$ cat config.mk
export PLATFORM = sky130hd
export DESIGN_NAME = cway_victim_sel
export DESIGN_NICKNAME = d
export VERILOG_FILES = /design/src/rtl/cway_pkg.sv /design/src/rtl/cway_ctl_reg.sv /design/src/rtl/cway_age_rank.sv /design/src/rtl/cway_pick.sv /design/src/rtl/cway_victim_sel.sv
export SDC_FILE = /design/constraint.sdc
export NUM_CORES = 1
export LEC_CHECK = 0
export BUFFER_PORTS_ARGS = -buffer_cell sky130_fd_sc_hd__buf_2
export CAP_MARGIN = 20
export CORE_AREA = 4 4 59 61
export DETAILED_ROUTE_END_ITERATION = 6
export DIE_AREA = 0 0 63 65
export GPL_ROUTABILITY_DRIVEN = 0
export HOLD_SLACK_MARGIN = 0.12
export SLEW_MARGIN = 10
export SYNTH_ARGS = -nofsm -noshare
export SYNTH_HDL_FRONTEND = slang
export SYNTH_SLANG_ARGS = --single-unit
$ cat constraint.sdc
create_clock -name clk -period 8.44 [get_ports clk]
set_input_delay 0.844 -clock clk [delete_from_list [all_inputs] [get_ports clk]]
set_output_delay 0.844 -clock clk [all_outputs]
set_load 0.005 [all_outputs]
$ cat src/rtl/cway_pkg.sv
package cway_pkg;
    localparam int WAYS  = 4;
    localparam int AGE_W = WAYS * (WAYS - 1) / 2;
    localparam int WAY_W = $clog2(WAYS);

    typedef logic [WAY_W-1:0] way_t;

    typedef struct packed {
        logic load3;
        logic lock3;
        logic load2;
        logic lock2;
    } ctl_t;
endpackage

$ cat src/rtl/cway_ctl_reg.sv
module cway_ctl_reg
    import cway_pkg::*;
#(
    parameter int CTL_W   = 16,
    parameter int LK2_POS = 0,
    parameter int LD2_POS = 1,
    parameter int LK3_POS = 8,
    parameter int LD3_POS = 9
) (
    input  logic             clk,
    input  logic             rst_n,
    input  logic             wr_en,
    input  logic [CTL_W-1:0] wr_data,
    output ctl_t             ctl,
    output logic [CTL_W-1:0] rd_data
);
    ctl_t ctl_d, ctl_q;
    logic unused_wr_bits;

    assign unused_wr_bits = ^wr_data;

    always_comb begin
        ctl_d = ctl_q;
        if (wr_en) begin
            ctl_d.lock2 = wr_data[LK2_POS];
            ctl_d.load2 = wr_data[LD2_POS];
            ctl_d.lock3 = wr_data[LK3_POS];
            ctl_d.load3 = wr_data[LD3_POS];
        end
    end

    always_ff @(posedge clk or negedge rst_n) begin
        if (!rst_n) ctl_q <= '0;
        else        ctl_q <= ctl_d;
    end

    always_comb begin
        rd_data          = '0;
        rd_data[LK2_POS] = ctl_q.lock2;
        rd_data[LD2_POS] = ctl_q.load2;
        rd_data[LK3_POS] = ctl_q.lock3;
        rd_data[LD3_POS] = ctl_q.load3;
    end

    assign ctl = ctl_q;
endmodule

$ cat src/rtl/cway_age_rank.sv
module cway_age_rank
    import cway_pkg::*;
(
    input  logic [AGE_W-1:0]            lru_code,
    output logic [WAYS-1:0][WAY_W-1:0]  older_cnt,
    output logic                        legal
);
    // Pairs in order (0,1),(0,2),(0,3),(1,2),(1,3),(2,3) map to code bits
    // from the top down; a set bit credits the lower way of the pair.
    always_comb begin
        int k;
        k = 0;
        older_cnt = '0;
        for (int a = 0; a < WAYS; a++) begin
            for (int b = a + 1; b < WAYS; b++) begin
                if (lru_code[AGE_W-1-k]) older_cnt[a] = older_cnt[a] + 1'b1;
                else                     older_cnt[b] = older_cnt[b] + 1'b1;
                k = k + 1;
            end
        end
    end

    // A consistent ordering gives every way a distinct count.
    always_comb begin
        legal = 1'b1;
        for (int a = 0; a < WAYS; a++)
            for (int b = a + 1; b < WAYS; b++)
                if (older_cnt[a] == older_cnt[b]) legal = 1'b0;
    end
endmodule

$ cat src/rtl/cway_pick.sv
module cway_pick
    import cway_pkg::*;
(
    input  logic [WAYS-1:0][WAY_W-1:0] older_cnt,
    input  logic                       legal,
    input  logic [WAYS-1:0]            locked,
    input  logic                       steer2,
    input  logic                       steer3,
    output way_t                       victim
);
    way_t       best_way;
    logic [WAY_W-1:0] best_cnt;
    logic       found;

    always_comb begin
        best_way = '0;
        best_cnt = '0;
        found    = 1'b0;
        for (int w = 0; w < WAYS; w++) begin
            if (!locked[w] && (!found || older_cnt[w] > best_cnt)) begin
                best_way = way_t'(w);
                best_cnt = older_cnt[w];
                found    = 1'b1;
            end
        end
    end

    always_comb begin
        if (steer2)      victim = way_t'(2);
        else if (steer3) victim = way_t'(3);
        else if (!legal) victim = '0;
        else             victim = best_way;
    end
endmodule

$ cat src/rtl/cway_victim_sel.sv
module cway_victim_sel
    import cway_pkg::*;
#(
    parameter int CTL_W   = 16,
    parameter int LK2_POS = 0,
    parameter int LD2_POS = 1,
    parameter int LK3_POS = 8,
    parameter int LD3_POS = 9
) (
    input  logic             clk,
    input  logic             rst_n,
    input  logic             ctl_wr_en,
    input  logic [CTL_W-1:0] ctl_wr_data,
    output logic [CTL_W-1:0] ctl_rd_data,
    input  logic [AGE_W-1:0] lru_code,
    input  logic             dsp_mode,
    input  logic             is_prefetch,
    output logic [WAY_W-1:0] victim_way,
    output logic             illegal_code
);
    ctl_t                       ctl;
    logic [WAYS-1:0][WAY_W-1:0] older_cnt;
    logic                       legal;
    logic [WAYS-1:0]            locked;
    logic                       dsp_pf, steer2, steer3;

    cway_ctl_reg #(
        .CTL_W(CTL_W), .LK2_POS(LK2_POS), .LD2_POS(LD2_POS),
        .LK3_POS(LK3_POS), .LD3_POS(LD3_POS)
    ) u_ctl (
        .clk(clk), .rst_n(rst_n), .wr_en(ctl_wr_en), .wr_data(ctl_wr_data),
        .ctl(ctl), .rd_data(ctl_rd_data)
    );

    cway_age_rank u_rank (
        .lru_code(lru_code), .older_cnt(older_cnt), .legal(legal)
    );

    assign locked = {ctl.lock3, ctl.lock2, 2'b00};
    assign dsp_pf = dsp_mode & is_prefetch;
    assign steer2 = dsp_pf & ctl.lock2 & ctl.load2;
    assign steer3 = dsp_pf & ctl.lock3 & ctl.load3;

    cway_pick u_pick (
        .older_cnt(older_cnt), .legal(legal), .locked(locked),
        .steer2(steer2), .steer3(steer3), .victim(victim_way)
    );

    assign illegal_code = ~legal;
endmodule

==> metrics.txt, run 1 <==
# TYPE chip_impl_metric gauge
chip_impl_info{name="synthTopCellsByCount",value="sky130_fd_sc_hd__ha_1 (15), sky130_fd_sc_hd__buf_4 (12), sky130_fd_sc_hd__xnor2_1 (8)"} 1
chip_impl_metric{name="area_taken_by_multi_input_logic_gates",unit="um2"} 756
chip_impl_metric{name="die_area",unit="um2"} 4100
chip_impl_metric{name="final_hold_viol_count",unit=""} 0
chip_impl_info{name="cpLargestDelayFamily",value="compound AO/OA/AOI/OAI gates"} 1
chip_impl_info{name="clk_root_buffer_cell",value="sky130_fd_sc_hd__clkbuf_4"} 1
chip_impl_metric{name="slew_violations",unit=""} 0
chip_impl_metric{name="post_layout_instance_area",unit="um2"} 1050
chip_impl_metric{name="timing.critical_path.required",unit="ns"} 7.60
chip_impl_metric{name="path_clk_slew",unit="ns"} 0.04
chip_impl_metric{name="first_pass_iters",unit=""} 4
chip_impl_metric{name="routedWlPerCell",unit="um"} 11.3
chip_impl_metric{name="detail_route.wirelength",unit="mm"} 1.88
chip_impl_metric{name="detailroute.via_count",unit=""} 802
chip_impl_metric{name="dp.cells",unit=""} 163
chip_impl_info{name="yosysMostFrequentCell",value="sky130_fd_sc_hd__ha_1"} 1
chip_impl_metric{name="die_h",unit="um"} 65
chip_impl_info{name="cp_cell_instances",value="buf_2 -> inv_1 -> ha_1 -> xnor2_1 -> ha_1 -> inv_1 -> a31o_2 -> nand2_1 -> mux2i_1 -> ha_1 -> nor2b_1 -> o21ai_0 -> nor2_1 -> a21o_1 -> ha_1 -> nor2b_1 -> o21ai_0 -> nand2_1 -> a31oi_1 -> a211oi_2 -> buf_2"} 1
chip_impl_metric{name="arrival",unit="ns"} 4.49
chip_impl_metric{name="max_ffs_per_register",unit=""} 4
chip_impl_metric{name="cts_made_buffers",unit=""} 3
chip_impl_info{name="min-delay-path-class",value="in -> async"} 1
chip_impl_metric{name="grt_pass1_vias",unit=""} 776
chip_impl_metric{name="floorplan.rows",unit=""} 20
chip_impl_metric{name="rrSetupSlack",unit="ns"} 7.64
chip_impl_metric{name="cts.repair_timing.setup_buffer_count",unit=""} 0
chip_impl_info{name="worstSetupPathType",value="in -> out"} 1
chip_impl_metric{name="postSynthAreaPerCell",unit="um2"} 8.48
chip_impl_metric{name="max_cap_viol_count",unit=""} 0
chip_impl_metric{name="fp.dieW",unit="um"} 63
chip_impl_metric{name="grt_start_max_net_pins",unit=""} 12
chip_impl_metric{name="worstSkewPairLatency",unit="ns"} 0.22
chip_impl_metric{name="ioPinCount",unit=""} 46
chip_impl_metric{name="worst-slew-pin-transition",unit="ns"} 0.525
chip_impl_metric{name="post-route-drc-count",unit=""} 0
chip_impl_metric{name="postPlaceCellArea",unit="um2"} 1030
chip_impl_metric{name="leakagePower",unit="nW"} 0.529
chip_impl_metric{name="cts_htree_levels",unit=""} 1
chip_impl_metric{name="post_synth_instance_area",unit="um2"} 958
chip_impl_metric{name="grt_antenna_before_repair",unit=""} 0
chip_impl_metric{name="relSlewSlack",unit="%"} 64.6
chip_impl_metric{name="globalRoute.totalOverflow",unit=""} 0
chip_impl_metric{name="totalPowerFinal",unit="W"} 0.000126
chip_impl_metric{name="summed_negative_setup_slack_over_all_endpoints",unit="ns"} 0
chip_impl_metric{name="syn_inst",unit=""} 113
chip_impl_info{name="tritoncts",value="built"} 1
chip_impl_metric{name="powerDensity",unit="nW/um2"} 119
chip_impl_metric{name="portBuffers",unit=""} 21
chip_impl_info{name="ys_dominant_reg_cell",value="sky130_fd_sc_hd__dfrtp_1"} 1
chip_impl_metric{name="final_nets",unit=""} 177
chip_impl_metric{name="initial_drc_count",unit=""} 4
chip_impl_metric{name="ir_worst_vdd",unit="mV"} 0.0628
chip_impl_metric{name="final.min_clock_period",unit="ns"} 5.34
chip_impl_info{name="worst_setup_ep_type",value="primary output"} 1
chip_impl_metric{name="groute.usage.overall",unit="%"} 9.20
chip_impl_metric{name="critPathMaxStageDelay",unit="ns"} 0.44
chip_impl_metric{name="core_region_area",unit="um2"} 2980
chip_impl_info{name="status",value="complete, no violations"} 1
chip_impl_metric{name="final.setup_skew",unit="ns"} 0
chip_impl_metric{name="start_util",unit="%"} 32.2
chip_impl_metric{name="antenna_cells_inserted",unit=""} 0
chip_impl_metric{name="number_of_enable_flip_flop_cells_after_synthesis",unit=""} 0
chip_impl_metric{name="area_growth",unit="%"} 9.66
chip_impl_metric{name="path_buf_inv",unit=""} 4
chip_impl_metric{name="final_min_period_over_clock_period",unit="%"} 63.2
chip_impl_metric{name="place_hpwl",unit="mm"} 1.64
chip_impl_metric{name="route.detailed.vias_per_inst",unit=""} 4.83
chip_impl_metric{name="instances_no_fill",unit=""} 166
chip_impl_metric{name="yosysTopAreaCellShare",unit="%"} 19.6
chip_impl_metric{name="post_route_cells_drive_above_1_share",unit="%"} 27.1
chip_impl_metric{name="maxClockFrequency",unit="MHz"} 187
chip_impl_metric{name="clock_sinks",unit=""} 4
chip_impl_info{name="crit_top_cell",value="sky130_fd_sc_hd__ha_1"} 1
chip_impl_metric{name="yosys_warnings",unit=""} 0
chip_impl_info{name="cell_type_with_the_highest_aggregate_area_in_the_netlist",value="sky130_fd_sc_hd__ha_1"} 1
chip_impl_metric{name="synth-seq-cells",unit=""} 4
chip_impl_info{name="ys_top_cells_by_area",value="sky130_fd_sc_hd__ha_1 (20%), sky130_fd_sc_hd__dfrtp_1 (10%), sky130_fd_sc_hd__buf_4 (9.4%)"} 1
chip_impl_metric{name="finalHoldWorstSlack",unit="ns"} 0.417
chip_impl_info{name="crit_path_top_delay_cell",value="sky130_fd_sc_hd__xnor2_1"} 1
chip_impl_metric{name="postRouteAntennaNets",unit=""} 0
chip_impl_metric{name="register_area",unit="um2"} 100
chip_impl_metric{name="grt_pass1_wl",unit="mm"} 3.14
chip_impl_metric{name="fill_cells",unit=""} 307
chip_impl_info{name="setup_repair_after_global_routing_missed_its_margin",value="no"} 1
chip_impl_metric{name="cts-hold-fix-buffers",unit=""} 0
chip_impl_metric{name="clock_path_buffers",unit=""} 2
chip_impl_metric{name="ys_seq_area_share",unit="%"} 10.4
chip_impl_metric{name="critPathMaxFanout",unit=""} 6
chip_impl_info{name="crit_path_start_kind",value="input pin"} 1
chip_impl_metric{name="synth_async_sr_flop_share",unit="%"} 100
chip_impl_metric{name="ys_types",unit=""} 41
chip_impl_metric{name="post_cts_resize_count",unit=""} 0
chip_impl_metric{name="setup_violations",unit=""} 0
## power breakdown
group          internal [W]  leakage, nW  switching (W)
clock network     0.0000159       0.0138     0.00000697
logic             0.0000386        0.468      0.0000409
registers         0.0000212       0.0468     0.00000195
## metrics by stage
| step | worst slack [ns] | util [%] |
|---|---|---|
| 3_5_place_dp | 3.06 | 34.5 |
| 3_3_place_gp | 3.17 | 34.5 |
| 5_1_grt | 2.68 | 35.3 |
| 2_1_floorplan | 3.76 | - |
| 6_report | 3.10 | 35.3 |
| 4_1_cts | 3.06 | 35.3 |
## per-layer routing
| metal | vias up | GRT usage, % | routed length (um) |
|---|---|---|---|
| met5 | - | 0 | 0 |
| met4 | 0 | 2.48 | 0 |
| met3 | 0 | 1.04 | 41 |
| met2 | 10 | 18.4 | 1020 |
| met1 | 382 | 10.0 | 817 |
| li1 | 410 | - | - |
## final cells by class
| class | count | area share [%] |
|---|---|---|
| clock buffer | 3 | 2.14 |
| sequential | 4 | 9.52 |
| multi-input combinational | 98 | 71.9 |
| tap | 33 | 3.93 |
| inverter | 7 | 2.50 |
| timing repair buffer | 21 | 10.0 |
## cells in the final DEF (no fill, tap or decap), drive strengths merged, types with 6 or more instances in the layout
cell type and n:
buf 21, conb 12, ha 15, inv 7, nand2 7, nor2b 6
xnor2 9
## final timing paths
check / start / end / cells past startpoint
worst max-delay path: lru_code[2] / victim_way[0] / 21
worst min register to register: u_ctl.ctl[3]$_DFFE_PN0P_ / u_ctl.ctl[3]$_DFFE_PN0P_ / 1
worst min-delay path: rst_n / u_ctl.ctl[0]$_DFFE_PN0P_ / 1
worst max register to register: u_ctl.ctl[0]$_DFFE_PN0P_ / u_ctl.ctl[0]$_DFFE_PN0P_ / 1
max in group asynchronous: rst_n / u_ctl.ctl[2]$_DFFE_PN0P_ / 1
min in group clk: u_ctl.ctl[3]$_DFFE_PN0P_ / u_ctl.ctl[3]$_DFFE_PN0P_ / 1
## cell families after synthesis
group	share of synthesized area (%)
multiplexers	5.74
AND/OR/NAND/NOR	20.0
flip-flops	10.4
buffers and inverters	15.0
AO/OA/AOI/OAI	15.4
other	0.391
adder cells (fa/ha/maj)	19.6
XOR/XNOR	13.4
Power figures use the tool's default switching activity.
==> run 2, diff against run 1 <==
==> constraint.sdc (replaced) <==
create_clock -name clk -period 4.4 [get_ports clk]
set_input_delay 0.44 -clock clk [delete_from_list [all_inputs] [get_ports clk]]
set_output_delay 0.44 -clock clk [all_outputs]
set_load 0.005 [all_outputs]
==> run 2 against run 1 <==
  * Sequential power is 92% higher
  * Highest routed layer unchanged
  * Routed wire length is 0.96% lower
  * Sequential share of layout area is 0.50 points lower
==> metrics.txt, run 2 (same netlist as run 1, synthesis figures left out) <==
# TYPE chip_impl_metric gauge
chip_impl_metric{name="critPathMaxFanout",unit=""} 6
chip_impl_metric{name="cts.repair_timing.setup_buffer_count",unit=""} 0
chip_impl_metric{name="routedWlPerCell",unit="um"} 10.9
chip_impl_metric{name="finalHoldWorstSlack",unit="ns"} 0.442
chip_impl_info{name="worstSetupPathType",value="in -> out"} 1
chip_impl_info{name="worst_setup_ep_type",value="primary output"} 1
chip_impl_metric{name="portBuffers",unit=""} 21
chip_impl_metric{name="pre_cts_slack",unit="ns"} 0.00685
chip_impl_metric{name="postRouteAntennaNets",unit=""} 0
chip_impl_metric{name="max_cap_viol_count",unit=""} 0
chip_impl_metric{name="detailroute.via_count",unit=""} 815
chip_impl_metric{name="finalWorstSetupSlack",unit="ns"} 0.254
chip_impl_metric{name="final_min_period_over_clock_period",unit="%"} 94.2
chip_impl_info{name="final_cell_mix",value="sky130_fd_sc_hd__buf_2 (21), sky130_fd_sc_hd__ha_1 (15), sky130_fd_sc_hd__conb_1 (12)"} 1
chip_impl_metric{name="final.setup_skew",unit="ns"} 0
chip_impl_metric{name="cts_htree_levels",unit=""} 1
chip_impl_metric{name="fp.dieW",unit="um"} 63
chip_impl_metric{name="rrSetupSlack",unit="ns"} 3.59
chip_impl_info{name="min-delay-path-class",value="in -> reg"} 1
chip_impl_metric{name="arrival",unit="ns"} 3.71
chip_impl_metric{name="die_area",unit="um2"} 4100
chip_impl_metric{name="instances_no_fill",unit=""} 171
chip_impl_metric{name="floorplan.rows",unit=""} 20
chip_impl_metric{name="register_area",unit="um2"} 100
chip_impl_info{name="clk_root_buffer_cell",value="sky130_fd_sc_hd__clkbuf_4"} 1
chip_impl_metric{name="antenna_cells_inserted",unit=""} 0
chip_impl_metric{name="final.min_clock_period",unit="ns"} 4.15
chip_impl_metric{name="path_clk_slew",unit="ns"} 0.03
chip_impl_metric{name="grt_start_max_net_pins",unit=""} 12
chip_impl_metric{name="globalRoute.totalOverflow",unit=""} 0
chip_impl_metric{name="slew_violations",unit=""} 0
chip_impl_metric{name="ir_worst_vdd",unit="mV"} 0.125
chip_impl_metric{name="clock_sinks",unit=""} 4
chip_impl_info{name="global_route.peak_usage_layer",value="met2"} 1
chip_impl_metric{name="place_hpwl",unit="mm"} 1.67
chip_impl_metric{name="post_route_cells_drive_above_1_share",unit="%"} 31.2
chip_impl_metric{name="area_taken_by_multi_input_logic_gates",unit="um2"} 774
chip_impl_metric{name="groute.usage.overall",unit="%"} 9.41
chip_impl_info{name="setup_repair_after_global_routing_missed_its_margin",value="no"} 1
chip_impl_info{name="mostFrequentLayoutCell",value="sky130_fd_sc_hd__buf_2"} 1
chip_impl_metric{name="die_h",unit="um"} 65
chip_impl_metric{name="met1_usage_grt",unit="%"} 10.9
chip_impl_metric{name="first_pass_iters",unit=""} 4
chip_impl_metric{name="clock_path_buffers",unit=""} 2
chip_impl_metric{name="start_util",unit="%"} 32.2
chip_impl_metric{name="powerDensity",unit="nW/um2"} 227
chip_impl_metric{name="groute.layer.met3.usage",unit="%"} 1.56
chip_impl_metric{name="route.detailed.vias_per_inst",unit=""} 4.77
chip_impl_metric{name="ioPinCount",unit=""} 46
chip_impl_metric{name="dp.cells",unit=""} 167
chip_impl_info{name="status",value="complete, no violations"} 1
chip_impl_metric{name="leakagePower",unit="nW"} 0.559
chip_impl_metric{name="grt_pass1_vias",unit=""} 789
chip_impl_metric{name="initial_drc_count",unit=""} 7
chip_impl_metric{name="max_ffs_per_register",unit=""} 4
chip_impl_metric{name="core_region_area",unit="um2"} 2980
chip_impl_metric{name="timing.critical_path.required",unit="ns"} 3.96
chip_impl_metric{name="grt_pass1_wl",unit="mm"} 3.22
chip_impl_metric{name="worstSkewPairLatency",unit="ns"} 0.23
chip_impl_metric{name="fill_cells",unit=""} 311
chip_impl_metric{name="maxClockFrequency",unit="MHz"} 241
chip_impl_metric{name="final_hold_viol_count",unit=""} 0
chip_impl_info{name="tritoncts",value="built"} 1
chip_impl_info{name="crit_path_start_kind",value="input pin"} 1
chip_impl_metric{name="setup_violations",unit=""} 0
chip_impl_metric{name="final_nets",unit=""} 182
chip_impl_metric{name="detail_route.wirelength",unit="mm"} 1.86
chip_impl_metric{name="post-route-drc-count",unit=""} 0
chip_impl_metric{name="summed_negative_setup_slack_over_all_endpoints",unit="ns"} 0
chip_impl_metric{name="grt_util_met2",unit="%"} 17.7
chip_impl_metric{name="area_growth",unit="%"} 15.8
chip_impl_metric{name="grt_antenna_before_repair",unit=""} 0
chip_impl_metric{name="cts_made_buffers",unit=""} 3
chip_impl_metric{name="fin_util",unit="%"} 37.3
[run 2: metrics by stage]
step / total power, W / area (um2)
global placement: 0.000201 / 1060
global route: 0.000283 / 1110
floorplan: 0.000168 / 1000
detailed placement: 0.000207 / 1060
CTS: 0.000253 / 1090
finish: 0.000252 / 1110
[run 2: layout make-up]
class | instances | area share, %
multi-input combinational | 98 | 69.8
timing repair buffer | 26 | 13.1
sequential | 4 | 9.02
tap | 33 | 3.72
inverter | 7 | 2.37
clock buffer | 3 | 2.03
[run 2: timing repair]
action,in CTS,in global routing
endpoints found under the setup margin,0,2
hold buffers,1,0
hold endpoints to repair,4,0
gates resized for setup,0,4
[run 2: power breakdown]
| group | switching, W | internal (W) |
|---|---|---|
| logic | 0.0000816 | 0.0000828 |
| clock network | 0.0000130 | 0.0000304 |
| registers | 0.00000385 | 0.0000408 |
[run 2: worst paths after layout]
path | from | end | depth (start not counted)
min reg2reg | u_ctl.ctl[3]$_DFFE_PN0P_ | u_ctl.ctl[3]$_DFFE_PN0P_ | 1
max reg2reg | u_ctl.ctl[0]$_DFFE_PN0P_ | u_ctl.ctl[0]$_DFFE_PN0P_ | 1
max in group asynchronous | rst_n | u_ctl.ctl[3]$_DFFE_PN0P_ | 2
min in group asynchronous | rst_n | u_ctl.ctl[0]$_DFFE_PN0P_ | 2
min | ctl_wr_data[0] | u_ctl.ctl[0]$_DFFE_PN0P_ | 2
max | lru_code[4] | victim_way[0] | 20
[run 2: per-layer routing]
metal  wire, um  share of wire [%]  vias to the layer above
met2       1020                 55                       16
met4          0                  0                        0
li1           -                  -                      422
met1        794                 43                      377
met5          0                  0                        -
met3         51                2.7                        0
[run 2: worst max-delay path: stages]
cell	delay (ns)
sky130_fd_sc_hd__buf_2	0.12
sky130_fd_sc_hd__inv_1	0.08
sky130_fd_sc_hd__ha_1	0.34
sky130_fd_sc_hd__xor2_2	0.20
sky130_fd_sc_hd__ha_1	0.16
sky130_fd_sc_hd__inv_1	0.04
sky130_fd_sc_hd__a31o_2	0.21
sky130_fd_sc_hd__nand2_1	0.08
sky130_fd_sc_hd__mux2i_1	0.25
sky130_fd_sc_hd__ha_1	0.27
sky130_fd_sc_hd__a21oi_1	0.18
sky130_fd_sc_hd__o21ai_2	0.12
sky130_fd_sc_hd__a21o_1	0.17
sky130_fd_sc_hd__ha_1	0.28
sky130_fd_sc_hd__nor2b_1	0.13
sky130_fd_sc_hd__o21ai_0	0.20
sky130_fd_sc_hd__nand2_1	0.08
sky130_fd_sc_hd__a31oi_1	0.18
sky130_fd_sc_hd__a211oi_2	0.06
sky130_fd_sc_hd__buf_2	0.13
